--- config.mk ---
export PLATFORM = sky130hd
export DESIGN_NAME = spec_load_snoop_queue
export DESIGN_NICKNAME = d
export VERILOG_FILES = /design/src/rtl/slq_pkg.sv /design/src/rtl/slq_ctrl.sv /design/src/rtl/slq_data.sv /design/src/rtl/spec_load_snoop_queue.sv
export SDC_FILE = /design/constraint.sdc
export NUM_CORES = 1
export LEC_CHECK = 0
export BUFFER_PORTS_ARGS = -buffer_cell sky130_fd_sc_hd__buf_4
export CORE_UTILIZATION = 36
export CTS_BUF_LIST = sky130_fd_sc_hd__clkbuf_16
export CTS_CLUSTER_SIZE = 25
export DETAILED_ROUTE_END_ITERATION = 16
export SYNTH_ARGS = -nofsm -noshare
export SYNTH_HDL_FRONTEND = slang
export SYNTH_SLANG_ARGS = --single-unit
export TNS_END_PERCENT = 5
--- constraint.sdc ---
create_clock -name clk -period 11.55 [get_ports clk]
set_clock_uncertainty 0.1 [all_clocks]
set_input_delay 3.465 -clock clk [delete_from_list [all_inputs] [get_ports clk]]
set_output_delay 3.465 -clock clk [all_outputs]
set_load 0.03 [all_outputs]
--- src/rtl/slq_pkg.sv ---
package slq_pkg;
  localparam int SLQ_DEPTH = 8;
  localparam int SLQ_IDX_W = $clog2(SLQ_DEPTH);
  localparam int SLQ_CNT_W = SLQ_IDX_W + 1;

  typedef logic [SLQ_IDX_W-1:0] slotIdx_t;
  typedef logic [SLQ_DEPTH-1:0] slotMask_t;

  typedef struct packed {
    logic      allocEn;
    slotIdx_t  allocIdx;
    logic      commitEn;
    slotIdx_t  headIdx;
    logic      flushEn;
    slotIdx_t  flushIdx;
    slotMask_t killMask;
  } slqStrobe_t;
endpackage

--- src/rtl/slq_ctrl.sv ---
module slq_ctrl
  import slq_pkg::*;
(
  input  logic       clk,
  input  logic       rstN,
  input  logic       allocValid,
  input  logic       commitReq,
  input  logic       pauseReq,
  input  logic       snoopValid,
  input  slotMask_t  execVec,
  input  slotMask_t  lineHit,
  output slqStrobe_t strb,
  output logic       issueStall,
  output logic       flushValid
);
  localparam logic [SLQ_CNT_W-1:0] FULL_CNT = SLQ_CNT_W'(SLQ_DEPTH);

  slotIdx_t              head, headNext;
  logic [SLQ_CNT_W-1:0]  count, countNext;
  logic [SLQ_CNT_W-1:0]  firstOff;
  logic                  found, isFull, isEmpty;
  slotMask_t             candVec;

  always_comb begin
    isFull     = (count == FULL_CNT);
    isEmpty    = (count == '0);
    issueStall = isFull | (pauseReq & ~isEmpty);
  end

  // oldest-first search over snoop hits, head entry excluded when it retires now
  always_comb begin
    strb          = '0;
    strb.headIdx  = head;
    strb.commitEn = commitReq & ~isEmpty & execVec[head];
    candVec       = lineHit;
    if (strb.commitEn) candVec[head] = 1'b0;
    found    = 1'b0;
    firstOff = '0;
    for (int i = SLQ_DEPTH - 1; i >= 0; i--) begin
      if (candVec[slotIdx_t'(head + slotIdx_t'(i))]) begin
        found    = 1'b1;
        firstOff = SLQ_CNT_W'(i);
      end
    end
    strb.flushEn  = snoopValid & found;
    strb.flushIdx = slotIdx_t'(head + firstOff[SLQ_IDX_W-1:0]);
    for (int i = 0; i < SLQ_DEPTH; i++) begin
      strb.killMask[i] = strb.flushEn &
        ({1'b0, slotIdx_t'(slotIdx_t'(i) - head)} >= firstOff);
    end
    strb.allocEn  = allocValid & ~issueStall & ~strb.flushEn;
    strb.allocIdx = slotIdx_t'(head + count[SLQ_IDX_W-1:0]);
  end

  always_comb begin
    headNext = strb.commitEn ? slotIdx_t'(head + 1'b1) : head;
    if (strb.flushEn)
      countNext = firstOff - SLQ_CNT_W'(strb.commitEn);
    else
      countNext = count + SLQ_CNT_W'(strb.allocEn) - SLQ_CNT_W'(strb.commitEn);
  end

  always_ff @(posedge clk) begin
    if (!rstN) begin
      head       <= '0;
      count      <= '0;
      flushValid <= 1'b0;
    end else begin
      head       <= headNext;
      count      <= countNext;
      flushValid <= strb.flushEn;
    end
  end

  AST_COUNT_BOUND: assert property (@(posedge clk) disable iff (!rstN)
    count <= FULL_CNT);
  AST_NO_ALLOC_FULL: assert property (@(posedge clk) disable iff (!rstN)
    (count == FULL_CNT) |-> !strb.allocEn);
  AST_PAUSE_HOLD: assert property (@(posedge clk) disable iff (!rstN)
    (pauseReq && count != '0) |=> count <= $past(count));
  AST_FLUSH_SHRINK: assert property (@(posedge clk) disable iff (!rstN)
    strb.flushEn |=> count < $past(count));
endmodule

--- src/rtl/slq_data.sv ---
module slq_data
  import slq_pkg::*;
#(
  parameter int ADDR_W   = 32,
  parameter int TAG_W    = 6,
  parameter int LINE_LSB = 6
)(
  input  logic              clk,
  input  logic              rstN,
  input  slqStrobe_t        strb,
  input  logic [TAG_W-1:0]  allocTag,
  input  logic              exeValid,
  input  logic [TAG_W-1:0]  exeTag,
  input  logic [ADDR_W-1:0] exeAddr,
  input  logic [ADDR_W-1:0] snoopAddr,
  output slotMask_t         execVec,
  output slotMask_t         lineHit,
  output logic [TAG_W-1:0]  flushTag
);
  slotMask_t         validVec;
  logic [TAG_W-1:0]  tagArr  [SLQ_DEPTH];
  logic [ADDR_W-1:0] addrArr [SLQ_DEPTH];

  for (genvar g = 0; g < SLQ_DEPTH; g++) begin : gEntry
    logic killNow, retireNow, allocNow, exeHit;

    always_comb begin
      allocNow  = strb.allocEn & (strb.allocIdx == slotIdx_t'(g));
      killNow   = strb.killMask[g];
      retireNow = strb.commitEn & (strb.headIdx == slotIdx_t'(g));
      exeHit    = exeValid & validVec[g] & ~execVec[g] & (tagArr[g] == exeTag);
      lineHit[g] = validVec[g] & execVec[g] &
                   (((addrArr[g] ^ snoopAddr) >> LINE_LSB) == '0);
    end

    always_ff @(posedge clk) begin
      if (!rstN) begin
        validVec[g] <= 1'b0;
        execVec[g]  <= 1'b0;
        tagArr[g]   <= '0;
        addrArr[g]  <= '0;
      end else if (allocNow) begin
        validVec[g] <= 1'b1;
        execVec[g]  <= 1'b0;
        tagArr[g]   <= allocTag;
      end else if (killNow || retireNow) begin
        validVec[g] <= 1'b0;
        execVec[g]  <= 1'b0;
      end else if (exeHit) begin
        execVec[g]  <= 1'b1;
        addrArr[g]  <= exeAddr;
      end
    end
  end

  always_ff @(posedge clk) begin
    if (!rstN)             flushTag <= '0;
    else if (strb.flushEn) flushTag <= tagArr[strb.flushIdx];
  end

  AST_ALLOC_FREE: assert property (@(posedge clk) disable iff (!rstN)
    strb.allocEn |-> !validVec[strb.allocIdx]);
  AST_RETIRE_FREES: assert property (@(posedge clk) disable iff (!rstN)
    strb.commitEn |=> !validVec[$past(strb.headIdx)]);
  AST_KILL_CLEARS: assert property (@(posedge clk) disable iff (!rstN)
    strb.flushEn |=> !validVec[$past(strb.flushIdx)]);
  AST_HIT_EXECUTED: assert property (@(posedge clk) disable iff (!rstN)
    (lineHit & ~execVec) == '0);
endmodule

--- src/rtl/spec_load_snoop_queue.sv ---
module spec_load_snoop_queue
  import slq_pkg::*;
#(
  parameter int ADDR_W   = 32,
  parameter int TAG_W    = 6,
  parameter int LINE_LSB = 6
)(
  input  logic              clk,
  input  logic              rstN,
  input  logic              allocValid,
  input  logic [TAG_W-1:0]  allocTag,
  input  logic              exeValid,
  input  logic [TAG_W-1:0]  exeTag,
  input  logic [ADDR_W-1:0] exeAddr,
  input  logic              commitReq,
  input  logic              snoopValid,
  input  logic [ADDR_W-1:0] snoopAddr,
  input  logic              pauseReq,
  output logic              issueStall,
  output logic              flushValid,
  output logic [TAG_W-1:0]  flushTag
);
  slqStrobe_t strb;
  slotMask_t  execVec, lineHit;

  slq_ctrl u_ctrl (
    .clk(clk), .rstN(rstN), .allocValid(allocValid), .commitReq(commitReq),
    .pauseReq(pauseReq), .snoopValid(snoopValid), .execVec(execVec),
    .lineHit(lineHit), .strb(strb), .issueStall(issueStall),
    .flushValid(flushValid)
  );

  slq_data #(.ADDR_W(ADDR_W), .TAG_W(TAG_W), .LINE_LSB(LINE_LSB)) u_data (
    .clk(clk), .rstN(rstN), .strb(strb), .allocTag(allocTag),
    .exeValid(exeValid), .exeTag(exeTag), .exeAddr(exeAddr),
    .snoopAddr(snoopAddr), .execVec(execVec), .lineHit(lineHit),
    .flushTag(flushTag)
  );
endmodule

After elaboration in Yosys (flattened, before gate mapping)
Memories as Yosys holds them, arrays and structs flattened. A register that Yosys moved wholly into a read port is not among the register bits.
Index checks and enable logic that the tools add are counted.
{"block": "classes", "n_addsub": 20, "n_lt_le_gt_ge": 17, "n_eq_ne": 23, "muxes": 135, "bitwise_logic": 109, "n_reduce_logical": 37}
{"op": "$logic_not 32->1", "count": 8}
{"op": "$mux 32", "count": 8}
{"op": "$xor 32x32->32", "count": 8}
{"op": "$mux 1", "count": 99}
{"op": "$and 1x1->1", "count": 70}
{"op": "$eq 6x6->1", "count": 8}
{"op": "$mux 6", "count": 8}
{"op": "$lt 3x4->1 const B", "count": 8}
{"op": "$bmux 1 s3", "count": 9}
{"op": "$eq 3x3->1 const B", "count": 8}
{"op": "$ge 3x3->1", "count": 8}
{"op": "$mux 3", "count": 8}
{"op": "$reduce_or 3->1", "count": 8}
{"op": "$or 1x1->1", "count": 17}
{"op": "$reduce_bool 2->1", "count": 8}
{"op": "$add 3x3->3 const B", "count": 4}
{"op": "$eq 3x2->1 const B", "count": 4}
{"op": "$not 1->1", "count": 12}
{"op": "$sub 3x3->3 const A", "count": 4}
{"op": "$and 8x8->8", "count": 1}
{"op": "$logic_or 1x1->1", "count": 8}
{"op": "$mux 8", "count": 1}
{"op": "$not 8->8", "count": 1}
{"op": "$add 3x2->3 const B", "count": 2}
{"op": "16 further kinds", "count": 21}
{"block": "totals", "ff_bits": 24, "ram_bits": 304, "inputBits": 83, "out_inout_bits": 8, "elab_cells": 362, "mem_count": 2}
{"name": "u_data.addrArr", "words": 8, "word_bits": 32, "read_ports": 8, "rd_ports_with_merged_regs": 0, "wr": 8, "line_no": "slq_data.sv:22", "text": "logic [ADDR_W-1:0] addrArr [SLQ_DEPTH];"}
{"name": "u_data.tagArr", "words": 8, "word_bits": 6, "read_ports": 9, "rd_ports_with_merged_regs": 1, "wr": 8, "line_no": "slq_data.sv:21", "text": "logic [TAG_W-1:0] tagArr [SLQ_DEPTH];"}

Longest topological paths before layout
Gate-level depths: netlist of run 1.
{"block": "logic_depth", "ltp_word": 25, "depth_mapped": 24, "mapped_depth_nobuf": 21}

Modules after synthesis
A second synthesis of run 1 with hierarchy kept.
{"block": "hier_totals", "cells_unflattened": 1322, "hier_area_um2": 15612.5}
{"module": "slq_data", "n_inst": 1, "cells_each": 1120, "area_per_inst_um2": 13850.8}
{"module": "slq_ctrl", "n_inst": 1, "cells_each": 202, "area_per_inst_um2": 1761.7}

Worst setup path before layout of run 1
Ideal clock, no wire load.
{"block": "synth_timing", "path_type": "input-to-reg", "startpoint": "input port snoopAddr[23]", "endpoint": "memory u_data.addrArr[3][6] (netlist: u_data.addrArr[0][102]) (enable)", "setup_ns": 0.445, "t_arrival_ns": 9.375, "t_required_ns": 11.005, "path_slack_ns": 1.630, "cell_stages": 16, "cell_sequence": "buf_4 -> xor2_1 -> or4b_1 -> or4_4 -> a2111oi_4 -> a311oi_1 -> a31oi_1 -> a21oi_1 -> nor2b_1 -> o311ai_0 -> ha_1 -> o21ai_1 -> a21oi_1 -> o21ba_2 -> buf_2 -> o21ai_0"}
{"item": "from (decl)", "line_no": "spec_load_snoop_queue.sv:17", "text": "input logic [ADDR_W-1:0] snoopAddr,"}
{"item": "to (decl)", "line_no": "slq_data.sv:22"}

==> results of run 1 <==
## report_power, final
group	internal (mW)	total (mW)	leakage (nW)	switching (mW)
Clock	0.566	0.989	0.505	0.423
Sequential	1.18	1.22	2.89	0.0378
Combinational	0.127	0.374	4.06	0.247
## routing by layer
layer | vias to the layer above | track usage (%) | share of wire (%)
met5 | - | 0 | 0
met4 | 0 | 7.31 | 3.1
met3 | 116 | 3.55 | 8.9
met2 | 715 | 37.7 | 46
met1 | 6711 | 32.0 | 42
li1 | 6065 | - | -
## path summary, 6_finish.rpt
path / to
worst max-delay path: u_data.addrArr[0][53]$_SDFFCE_PN0P_
worst min-delay path: u_data.flushTag[0]$_SDFFE_PN0P_
worst max register to register: u_data.addrArr[0][53]$_SDFFCE_PN0P_
worst min register to register: u_data.flushTag[0]$_SDFFE_PN0P_
## cells by family after synthesis
logic type,Yosys count,synth area share (%)
AOI/OAI and AO/OA,174,7.84
buffers and inverters,133,3.30
muxes,23,1.36
adders and majority gates,34,2.59
and+or+nand+nor,692,23.4
DFF,286,48.0
xor gates and xnor gates,268,13.6
## synthesized netlist by cell type, types with 31 or more instances
master | instances | area share, %
sky130_fd_sc_hd__nor3_1 | 67 | 1.9
sky130_fd_sc_hd__nand4_1 | 48 | 1.7
sky130_fd_sc_hd__nand2_1 | 62 | 1.3
sky130_fd_sc_hd__and2_1 | 105 | 3.8
sky130_fd_sc_hd__nor2_1 | 50 | 1.1
sky130_fd_sc_hd__clkbuf_1 | 62 | 1.3
sky130_fd_sc_hd__edfxtp_1 | 256 | 44
sky130_fd_sc_hd__ha_1 | 31 | 2.2
sky130_fd_sc_hd__nor4_1 | 81 | 2.9
sky130_fd_sc_hd__and3_1 | 138 | 5.0
sky130_fd_sc_hd__xor2_1 | 157 | 8.0
sky130_fd_sc_hd__xnor2_1 | 111 | 5.6
sky130_fd_sc_hd__nand3_1 | 61 | 1.8
## registers in the layout (all words and copies together), names as in the netlist
register / cells
u_ctrl.flushValid: 1
u_data.flushTag: 6
u_ctrl.head: 3
u_data.execVec: 8
u_data.validVec: 8
u_ctrl.count: 4
u_data.addrArr: 208
u_data.tagArr: 48
## stage by stage
step	hold slack (ns)	setup WS (ns)	power, mW	instances	instance area (µm²)
after detailed placement	0.357	1.96	1.61	2220	18500
final	0.373	2.52	2.58	2277	19500
after CTS	0.375	2.55	2.58	2276	19500
after global placement	0.359	2.09	1.60	2220	18500
after global routing	0.398	2.14	2.65	2276	19500
after floorplan	0.349	1.63	1.46	1610	17300
## area by class of cell
class,instances,area (µm²)
multi-input combinational,1191,8520
timing repair buffer,105,788
clock buffer,32,801
inverter,31,116
sequential,286,8290
fill,4458,27500
antenna,1,2.50
tap,607,759
clock inverter,24,198
==> parameters.txt, run 1 <==
Parameter                              Value

Route
  Antenna Violating Nets Remaining ... 0
  Vias ... 13.6k
  Vias per std cell ... 5.98
  Number of DRC violations after detailed-routing iteration 0 ... 1683
  Total routed wirelength ... 58.3 mm
  First-pass iteration count of the detailed router ... 8
  DRC violation count after routing ... 0
  Wire per inst ... 25.6 µm

Critical path
  Critical path data required time ... 11.89 ns
  Buffers and inverters on the worst path ... 1
  Instance count on the critical path ... 16
  Largest incremental delay on the critical path ... 1.03 ns
  Critical path origin ... snoopAddr[6]
  Sort of element at the end of the critical path ... flop
  Critical path data arrival time ... 9.37 ns
  Crit Path Max Fanout ... 26
  Reg-to-reg setup timing slack ... 4.07 ns
  Top Family by Delay on Critical Path ... simple AND/OR/NAND/NOR gates
  Cell mode on critical path ... sky130_fd_sc_hd__nand4_1
  Critical R2R Launch ... u_ctrl.head[0]$_SDFFE_PN0N_
  Ordered list of cells on the worst path ... buf_4 > xor2_1 > nor4_1 > nand4_1 > a2111oi_1 > nor3_1 > o21ai_1 > nand2_1 > nand4_1 > nand2b_1 > ha_1 > or2_2 > a32oi_1 > a21oi_1 > nor4_4 > and2_1
  Library cell contributing the largest single delay on the critical path ... sky130_fd_sc_hd__nor4_4
  Logic depth of the worst register-to-register path ... 17
  CP startpoint kind ... input pin
  Start-to-end type of the worst setup path ... in -> reg

Pwr
  Leakage power total ... 7.45 nW
  Worst IR drop on VDD ... 0.132 mV
  Pwr Density ... 133 mW/mm²

Clock tree
  Root Driver ... sky130_fd_sc_hd__clkbuf_16
  Clock insertion delay at the later pin of the skew report ... 0.58 ns
  H-tree lvl count ... 1
  Hold_buf cts ... 0
  Buffer levels on the longest clock path ... 3
  CTS clk-pin slew, worst paths ... 0.06 ns
  TritonCTS Sinks ... 286
  Number of CTS-inserted buffers ... 30
  Post-CTS sizing ... 0
  Buffers inserted during post-CTS setup optimization ... 0
  TritonCTS clock tree ... yes

Global route
  Via count of the first global-routing pass ... 12.9k
  Antenna violations before repair ... 1
  Largest net degree at the start of global routing ... 59
  Total Routing Usage GR ... 23.3%
  Gr ovfl total ... 0
  Wire length of the first global-routing pass ... 85.0 mm

STA
  Actual slew at the worst max-slew pin ... 1.46 ns
  Minimum period implied by the final worst setup slack ... 9.03 ns
  Worst slew margin relative to its limit ... 2.16%
  Number of hold-slack violations in the final timing report ... 0
  Unrepaired setup endpoints after global routing ... false
  Crit share post-route ... 78.2%
  Total Neg Setup Slack ... 0 ns
  Final Slew Violations ... 0
  Highest Clock Rate ... 111 MHz
  Number of failing setup endpoints in the final timing report ... 0

Logic synthesis
  Fraction of the yosys area taken by sequential cells ... 48.0%
  Number of different library cells in the post-synthesis netlist ... 87
  Async SR Flop Fraction ... 0%
  Number of enable flip-flop cells after synthesis ... 256
  Number of warnings issued by yosys ... 0
  Net Count, Synth ... 1727
  Cell count after synthesis ... 1610
  Mapped cell area ... 0.0173 mm²
  Post-Synthesis Mean Instance Area ... 10.7 µm²
  Post-synthesis register bit count ... 286
  Post-synth top flop ... sky130_fd_sc_hd__edfxtp_1

Cells and area
  Proportion of layout cells with a drive suffix above 1 ... 11.9%
  Commonest cells after routing, fill and taps aside ... sky130_fd_sc_hd__edfxtp_1 (256), sky130_fd_sc_hd__xor2_1 (157), sky130_fd_sc_hd__and3_1 (138), sky130_fd_sc_hd__xnor2_1 (111)
  Most common cell after layout, fill and taps aside ... sky130_fd_sc_hd__edfxtp_1
  Growth of design area from synthesis to finish ... 12.7%
  # nets final ... 1762
  Utilization of the core after routing ... 41.5%

Placement
  PortBufs ... 78
  Estimated wirelength of the detail-placed design ... 39.9 mm
  Weighted congestion at the end of routability-driven global placement ... 0.917

Die
  Rows ... 79
  Area of the die ... 0.0489 mm²
  Effective utilization at floorplan ... 36.8%
  Core Region ... 0.0470 mm²
  Die height ... 221 µm
  Number of primary I/O pins ... 91
  Die span in x ... 221 µm

Min path
  Worst hold-check path type ... reg -> reg
  Startpoint of the most critical hold path ... u_data.flushTag[0]$_SDFFE_PN0P_
  Worst hold path stage count ... 1

Flow run
  Max-cap violations ... 0

Run status
  Run status ... finished, final reports clean
Note: power is estimated with default switching activity, not from simulation.
==> run 2, diff against run 1 <==
- clock period: 11.55 -> 8.6 ns (I/O delays scaled with it)
==> parameters.txt, run 2 (same netlist as run 1, synthesis figures left out) <==
Parameter                              Value

Run status
  Run status ... finished, final reports clean (unchanged)

STA
  Number of failing setup endpoints in the final timing report ... 0 (unchanged)
  Minimum period implied by the final worst setup slack ... 7.61 ns
  Post-route worst setup slack ... 0.994 ns (was 2.52 ns)
  Total Neg Setup Slack ... 0 ns (unchanged)
  Final Slew Violations ... 0 (unchanged)
  Highest Clock Rate ... 131 MHz
  Crit share post-route ... 88.4%
  Unrepaired setup endpoints after global routing ... false (unchanged)
  Number of hold-slack violations in the final timing report ... 0 (unchanged)
  Actual slew at the worst max-slew pin ... 1.28 ns (was 1.46 ns)
  Worst slew margin relative to its limit ... 14.3% (was 2.16%)

Cells and area
  Most common cell after layout, fill and taps aside ... sky130_fd_sc_hd__edfxtp_1 (unchanged)
  Cell area after layout ... 0.0197 mm² (was 0.0195 mm²)
  Utilization of the core after routing ... 41.9% (was 41.5%)
  Combined area of the multi-input logic cells ... 0.00851 mm² (was 0.00852 mm²)
  Commonest cells after routing, fill and taps aside ... sky130_fd_sc_hd__edfxtp_1 (256), sky130_fd_sc_hd__xor2_1 (157), sky130_fd_sc_hd__and3_1 (138), sky130_fd_sc_hd__buf_4 (119), sky130_fd_sc_hd__xnor2_1 (111) (was sky130_fd_sc_hd__edfxtp_1 (256), sky130_fd_sc_hd__xor2_1 (157), sky130_fd_sc_hd__and3_1 (138), sky130_fd_sc_hd__xnor2_1 (111))
  Fill cell total of the finished layout ... 4427 (was 4458)
  Growth of design area from synthesis to finish ... 13.8% (was 12.7%)
  Proportion of layout cells with a drive suffix above 1 ... 12.8% (was 11.9%)
  Biggest registers after layout ... u_data.addrArr x208, u_data.tagArr x48 (unchanged)
  Biggest register ... u_data.addrArr (unchanged)
  # nets final ... 1784 (was 1762)
  Register area ... 0.00829 mm² (unchanged)
  Max FFs per register ... 208 (unchanged)

Flow run
  Max-cap violations ... 0 (unchanged)

Pwr
  Leakage power total ... 7.57 nW (was 7.45 nW)
  Worst IR drop on VDD ... 0.156 mV (was 0.132 mV)
  Pwr Density ... 173 mW/mm² (was 133 mW/mm²)
  Power after layout ... 3.41 mW (was 2.58 mW)

Clock tree
  Number of CTS-inserted buffers ... 30 (unchanged)
  Buffers inserted during post-CTS setup optimization ... 0 (unchanged)
  Post-CTS sizing ... 0 (unchanged)
  Clock insertion delay at the later pin of the skew report ... 0.57 ns (was 0.58 ns)
  CTS clk-pin slew, worst paths ... 0.06 ns (about the same)
  Root Driver ... sky130_fd_sc_hd__clkbuf_16 (unchanged)
  TritonCTS clock tree ... yes (unchanged)
  TritonCTS Sinks ... 286 (unchanged)
  Hold_buf cts ... 0 (unchanged)
  H-tree lvl count ... 1 (unchanged)
  Buffer levels on the longest clock path ... 3 (unchanged)

Route
  Wire per inst ... 25.1 µm (was 25.6 µm)
  DRC violation count after routing ... 0 (unchanged)
  Number of DRC violations after detailed-routing iteration 0 ... 1440 (was 1683)
  Vias per std cell ... 5.89 (was 5.98)
  Total routed wirelength ... 57.7 mm (was 58.3 mm)
  First-pass iteration count of the detailed router ... 5 (was 8)
  Antenna Violating Nets Remaining ... 0 (unchanged)
  Vias ... 13.5k (was 13.6k)

Critical path
  Ordered list of cells on the worst path ... buf_4 > xor2_1 > nor4_1 > nand4_1 > nor2_1 > a22oi_1 > nor2_1 > a221o_1 > a311oi_1 > nand4_1 > nand2b_1 > ha_1 > or2_2 > a22oi_1 > a21oi_1 > nor4_4 > and2_1 (was buf_4 > xor2_1 > nor4_1 > nand4_1 > a2111oi_1 > nor3_1 > o21ai_1 > nand2_1 > nand4_1 > nand2b_1 > ha_1 > or2_2 > a32oi_1 > a21oi_1 > nor4_4 > and2_1)
  CP startpoint kind ... input pin (unchanged)
  Critical path data required time ... 8.92 ns (was 11.89 ns)
  Logic depth of the worst register-to-register path ... 16 (was 17)
  Sort of element at the end of the critical path ... flop (unchanged)
  Critical path data arrival time ... 7.92 ns (was 9.37 ns)
  Start-to-end type of the worst setup path ... in -> reg (unchanged)
  Largest incremental delay on the critical path ... 1.06 ns (was 1.03 ns)
  Library cell contributing the largest single delay on the critical path ... sky130_fd_sc_hd__nor4_4 (unchanged)
  Crit Path Max Fanout ... 26 (unchanged)

Min path
  Worst hold-check path type ... reg -> reg (unchanged)
  Worst hold path stage count ... 1 (unchanged)

Placement
  PortBufs ... 78 (unchanged)
  Estimated wirelength of the detail-placed design ... 40.6 mm (was 39.9 mm)
  Total placed instance area ... 0.0187 mm² (was 0.0185 mm²)
  Weighted congestion at the end of routability-driven global placement ... 0.916 (was 0.917)
  Dpl ws ... 0.491 ns (was 1.96 ns)

Die
  Die height ... 221 µm (unchanged)
  Effective utilization at floorplan ... 36.8% (unchanged)
  Number of primary I/O pins ... 91 (unchanged)
  Area of the die ... 0.0489 mm² (unchanged)
  Rows ... 79 (unchanged)
  Die span in x ... 221 µm (unchanged)
  Core Region ... 0.0470 mm² (unchanged)

Global route
  Wire length of the first global-routing pass ... 84.9 mm (was 85.0 mm)
  Via count of the first global-routing pass ... 13.0k (was 12.9k)
  Total Routing Usage GR ... 23.1% (was 23.3%)
  Gr ovfl total ... 0 (unchanged)
  Largest net degree at the start of global routing ... 58 (was 59)
  Antenna violations before repair ... 4 (was 1)
==> run 2: final cells by class <==
| type | count | area share, % |
|---|---|---|
| antenna | 1 | 0.0127 |
| clock buffer | 31 | 3.94 |
| clock inverter | 25 | 0.846 |
| inverter | 31 | 0.591 |
| multi-input combinational | 1191 | 43.3 |
| sequential | 286 | 42.1 |
| tap | 607 | 3.86 |
| timing repair buffer | 127 | 5.35 |
==> run 2: where the power goes <==
| part | internal [mW] | leakage, nW | switching [mW] |
|---|---|---|---|
| clock network | 0.709 | 0.483 | 0.549 |
| registers | 1.59 | 2.89 | 0.0504 |
| logic | 0.179 | 4.20 | 0.335 |
==> run 2: per-layer routing <==
metal | vias up | wire (µm) | part of all wire, % | global-route usage [%]
li1 | 6111 | - | - | -
met1 | 6707 | 24900 | 43 | 32.7
met2 | 628 | 26200 | 45 | 36.7
met3 | 93 | 5120 | 8.9 | 3.59
met4 | 0 | 1480 | 2.6 | 6.59
met5 | - | 0 | 0 | 0
==> run 2: final timing paths <==
check / from / endpoint / slack (ns)
worst max register to register: u_ctrl.head[0]$_SDFFE_PN0N_ / u_data.addrArr[1][113]$_SDFFCE_PN0P_ / 2.05
worst min register to register: u_data.flushTag[0]$_SDFFE_PN0P_ / u_data.flushTag[0]$_SDFFE_PN0P_ / 0.38
worst max-delay path: snoopAddr[23] / u_data.addrArr[1][113]$_SDFFCE_PN0P_ / 0.99
worst min-delay path: u_data.flushTag[0]$_SDFFE_PN0P_ / u_data.flushTag[0]$_SDFFE_PN0P_ / 0.38
==> run 2: critical path: cells and delay by family <==
family / cells / cell delay [ns]
simple gates: 9 / 2.95
compound gates: 5 / 1.33
xor+xnor: 1 / 0.43
fa+ha+maj: 1 / 0.36
buf+inv: 1 / 0.23
==> run 2: stage by stage <==
stage,hold slack [ns],cells
finish,0.380,2299
floorplan,0.349,1610
global route,0.409,2299
global placement,0.355,2242
CTS,0.384,2298
detailed placement,0.371,2242
==> run 3, diff against run 2 <==
- CORE_UTILIZATION: 36 -> 57
- CTS_CLUSTER_SIZE: 25 -> default
- PLACE_DENSITY: default -> 0.75
==> parameters.txt, run 3 (same netlist as run 1, synthesis figures left out) <==
Parameter                              Value

Clock tree
  Buffers inserted during post-CTS setup optimization ... 0 (unchanged)
  Root Driver ... sky130_fd_sc_hd__clkbuf_16 (unchanged)
  Buffer levels on the longest clock path ... 3 (unchanged)
  Post-CTS sizing ... 0 (unchanged)
  H-tree lvl count ... 1 (unchanged)
  CTS clk-pin slew, worst paths ... 0.06 ns (about the same)
  Hold_buf cts ... 0 (unchanged)
  TritonCTS clock tree ... yes (unchanged)
  Clock insertion delay at the later pin of the skew report ... 0.59 ns (was 0.57 ns)
  TritonCTS Sinks ... 286 (unchanged)
  Number of CTS-inserted buffers ... 31 (was 30)

Die
  Area of the die ... 0.0310 mm² (was 0.0489 mm²)
  Effective utilization at floorplan ... 58.2% (was 36.8%)
  Die span in x ... 176 µm (was 221 µm)
  Number of primary I/O pins ... 91 (unchanged)
  Rows ... 63 (was 79)
  Core Region ... 0.0297 mm² (was 0.0470 mm²)
  Die height ... 176 µm (was 221 µm)

STA
  Final Slew Violations ... 0 (unchanged)
  Actual slew at the worst max-slew pin ... 1.14 ns (was 1.28 ns)
  Post-route worst setup slack ... 1.22 ns (was 0.994 ns)
  Highest Clock Rate ... 136 MHz (was 131 MHz)
  Unrepaired setup endpoints after global routing ... false (unchanged)
  Number of hold-slack violations in the final timing report ... 0 (unchanged)
  Number of failing setup endpoints in the final timing report ... 0 (unchanged)
  Total Neg Setup Slack ... 0 ns (unchanged)
  Post-route worst hold slack ... 0.382 ns (was 0.380 ns)
  Worst slew margin relative to its limit ... 23.4% (was 14.3%)
  Minimum period implied by the final worst setup slack ... 7.38 ns (was 7.61 ns)
  Crit share post-route ... 85.8% (was 88.4%)

Min path
  Worst hold-check path type ... reg -> reg (unchanged)
  Worst hold path stage count ... 1 (unchanged)

Placement
  Number of instances in the placed design ... 2024 (was 2242)
  Estimated wirelength of the detail-placed design ... 37.7 mm (was 40.6 mm)
  PortBufs ... 78 (unchanged)
  Dpl ws ... 0.722 ns (was 0.491 ns)
  Total placed instance area ... 0.0184 mm² (was 0.0187 mm²)
  Weighted congestion at the end of routability-driven global placement ... 0.947 (was 0.916)

Cells and area
  Biggest register ... u_data.addrArr (unchanged)
  # nets final ... 1784 (unchanged)
  Cell area after layout ... 0.0195 mm² (was 0.0197 mm²)
  Proportion of layout cells with a drive suffix above 1 ... 12.7% (was 12.8%)
  Non-filler instance count after layout ... 2083 (was 2299)
  Max FFs per register ... 208 (unchanged)
  Commonest cells after routing, fill and taps aside ... sky130_fd_sc_hd__edfxtp_1 (256), sky130_fd_sc_hd__xor2_1 (157), sky130_fd_sc_hd__and3_1 (138), sky130_fd_sc_hd__buf_4 (122), sky130_fd_sc_hd__xnor2_1 (111) (was sky130_fd_sc_hd__edfxtp_1 (256), sky130_fd_sc_hd__xor2_1 (157), sky130_fd_sc_hd__and3_1 (138), sky130_fd_sc_hd__buf_4 (119), sky130_fd_sc_hd__xnor2_1 (111))
  Most common cell after layout, fill and taps aside ... sky130_fd_sc_hd__edfxtp_1 (unchanged)
  Combined area of the multi-input logic cells ... 0.00850 mm² (was 0.00851 mm²)
  Utilization of the core after routing ... 65.5% (was 41.9%)
  Register area ... 0.00829 mm² (unchanged)
  Fill cell total of the finished layout ... 2276 (was 4427)
  Biggest registers after layout ... u_data.addrArr x208, u_data.tagArr x48 (unchanged)
  Growth of design area from synthesis to finish ... 12.6% (was 13.8%)

Global route
  Largest net degree at the start of global routing ... 58 (unchanged)
  Total Routing Usage GR ... 35.5% (was 23.1%)
  Gr ovfl total ... 0 (unchanged)
  Wire length of the first global-routing pass ... 80.9 mm (was 84.9 mm)
  Via count of the first global-routing pass ... 13.2k (was 13.0k)
  Antenna violations before repair ... 6 (was 4)

Critical path
  Buffers and inverters on the worst path ... 1 (unchanged)
  Start-to-end type of the worst setup path ... in -> reg (unchanged)
  CP startpoint kind ... input pin (unchanged)
  Sort of element at the end of the critical path ... flop (unchanged)
  Library cell contributing the largest single delay on the critical path ... sky130_fd_sc_hd__and3_1 (was sky130_fd_sc_hd__nor4_4)
  Top Family by Delay on Critical Path ... simple AND/OR/NAND/NOR gates (unchanged)
  Crit Path Max Fanout ... 27 (was 26)
  Ordered list of cells on the worst path ... buf_4 > xor2_1 > nor4_1 > nand4_1 > nor2_1 > a22oi_1 > nor2_1 > a221o_1 > a311oi_1 > nand4_1 > nand2b_1 > ha_1 > or2_2 > a21boi_0 > a31o_1 > and3_1 > and3_1 (was buf_4 > xor2_1 > nor4_1 > nand4_1 > nor2_1 > a22oi_1 > nor2_1 > a221o_1 > a311oi_1 > nand4_1 > nand2b_1 > ha_1 > or2_2 > a22oi_1 > a21oi_1 > nor4_4 > and2_1)
  Instance count on the critical path ... 17 (unchanged)
  Largest incremental delay on the critical path ... 0.77 ns (was 1.06 ns)
  Critical path data required time ... 8.94 ns (was 8.92 ns)
  Critical path data arrival time ... 7.72 ns (was 7.92 ns)
  Logic depth of the worst register-to-register path ... 19 (was 16)

Route
  Vias per std cell ... 6.69 (was 5.89)
  Number of DRC violations after detailed-routing iteration 0 ... 1986 (was 1440)
  Vias ... 13.9k (was 13.5k)
  First-pass iteration count of the detailed router ... 6 (was 5)
  Total routed wirelength ... 55.0 mm (was 57.7 mm)
  Antenna Violating Nets Remaining ... 0 (unchanged)
  DRC violation count after routing ... 0 (unchanged)
  Wire per inst ... 26.4 µm (was 25.1 µm)

Flow run
  Max-cap violations ... 0 (unchanged)

Run status
  Run status ... finished, final reports clean (unchanged)

Pwr
  Switch share ... 26.6% (was 27.4%)
  Part of the power in the clock network ... 39.7% (was 36.9%)
  Worst IR drop on VDD ... 0.160 mV (was 0.156 mV)
  Sequential Power Share ... 46.3% (was 48.0%)
  Leakage power total ... 7.61 nW (was 7.57 nW)
  Pwr Density ... 182 mW/mm² (was 173 mW/mm²)
  Power after layout ... 3.54 mW (was 3.41 mW)
  Cell-internal power ... 2.60 mW (was 2.47 mW)
  Switching power ... 0.940 mW (was 0.935 mW)
  Comb pwr share ... 14.0% (was 15.1%)
==> run 3: worst paths after layout <==
path                                                       from                                  end  slack [ns]
worst min register to register  u_data.flushTag[0]$_SDFFE_PN0P_      u_data.flushTag[0]$_SDFFE_PN0P_        0.38
worst max-delay path                              snoopAddr[12]  u_data.addrArr[1][61]$_SDFFCE_PN0P_        1.22
worst max register to register      u_ctrl.head[2]$_SDFFE_PN0N_      u_data.flushTag[1]$_SDFFE_PN0P_        2.18
worst min-delay path            u_data.flushTag[0]$_SDFFE_PN0P_      u_data.flushTag[0]$_SDFFE_PN0P_        0.38
==> run 3: area by class of cell <==
cell class	instances	share of cell area [%]
diodes	2	0.0257
clock buffers	31	3.99
clock inverters	26	1.47
inverters	31	0.598
multi-input cells	1191	43.7
flip-flops and latches	286	42.6
well taps	390	2.51
repair buffers	126	5.12
==> run 3: power groups by stage <==
stage	combinational (mW)	clock, mW	sequential [mW]
after global placement	0.475	0	1.66
after detailed placement	0.482	0	1.66
final	0.497	1.40	1.64
after floorplan	0.312	0	1.65
after CTS	0.486	1.40	1.64
after global routing	0.530	1.46	1.64
==> run 3: metal layers <==
layer | up-vias | global-route usage, % | part of all wire, %
li1 | 6129 | - | -
met2 | 875 | 55.9 | 45
met3 | 135 | 6.18 | 12
met5 | - | 0 | 0
met4 | 0 | 13.6 | 3.8
met1 | 6793 | 49.0 | 39
==> run 3: worst register-to-register path, delay by kind of cell, from the launching register on <==
family,cells,cell delay [ns]
AOI/OAI and AO/OA,8,2.85
xor gates and xnor gates,1,0.28
adders and majority gates,1,0.44
buffers and inverters,5,1.05
DFF,1,0.85
and+or+nand+nor,4,0.74
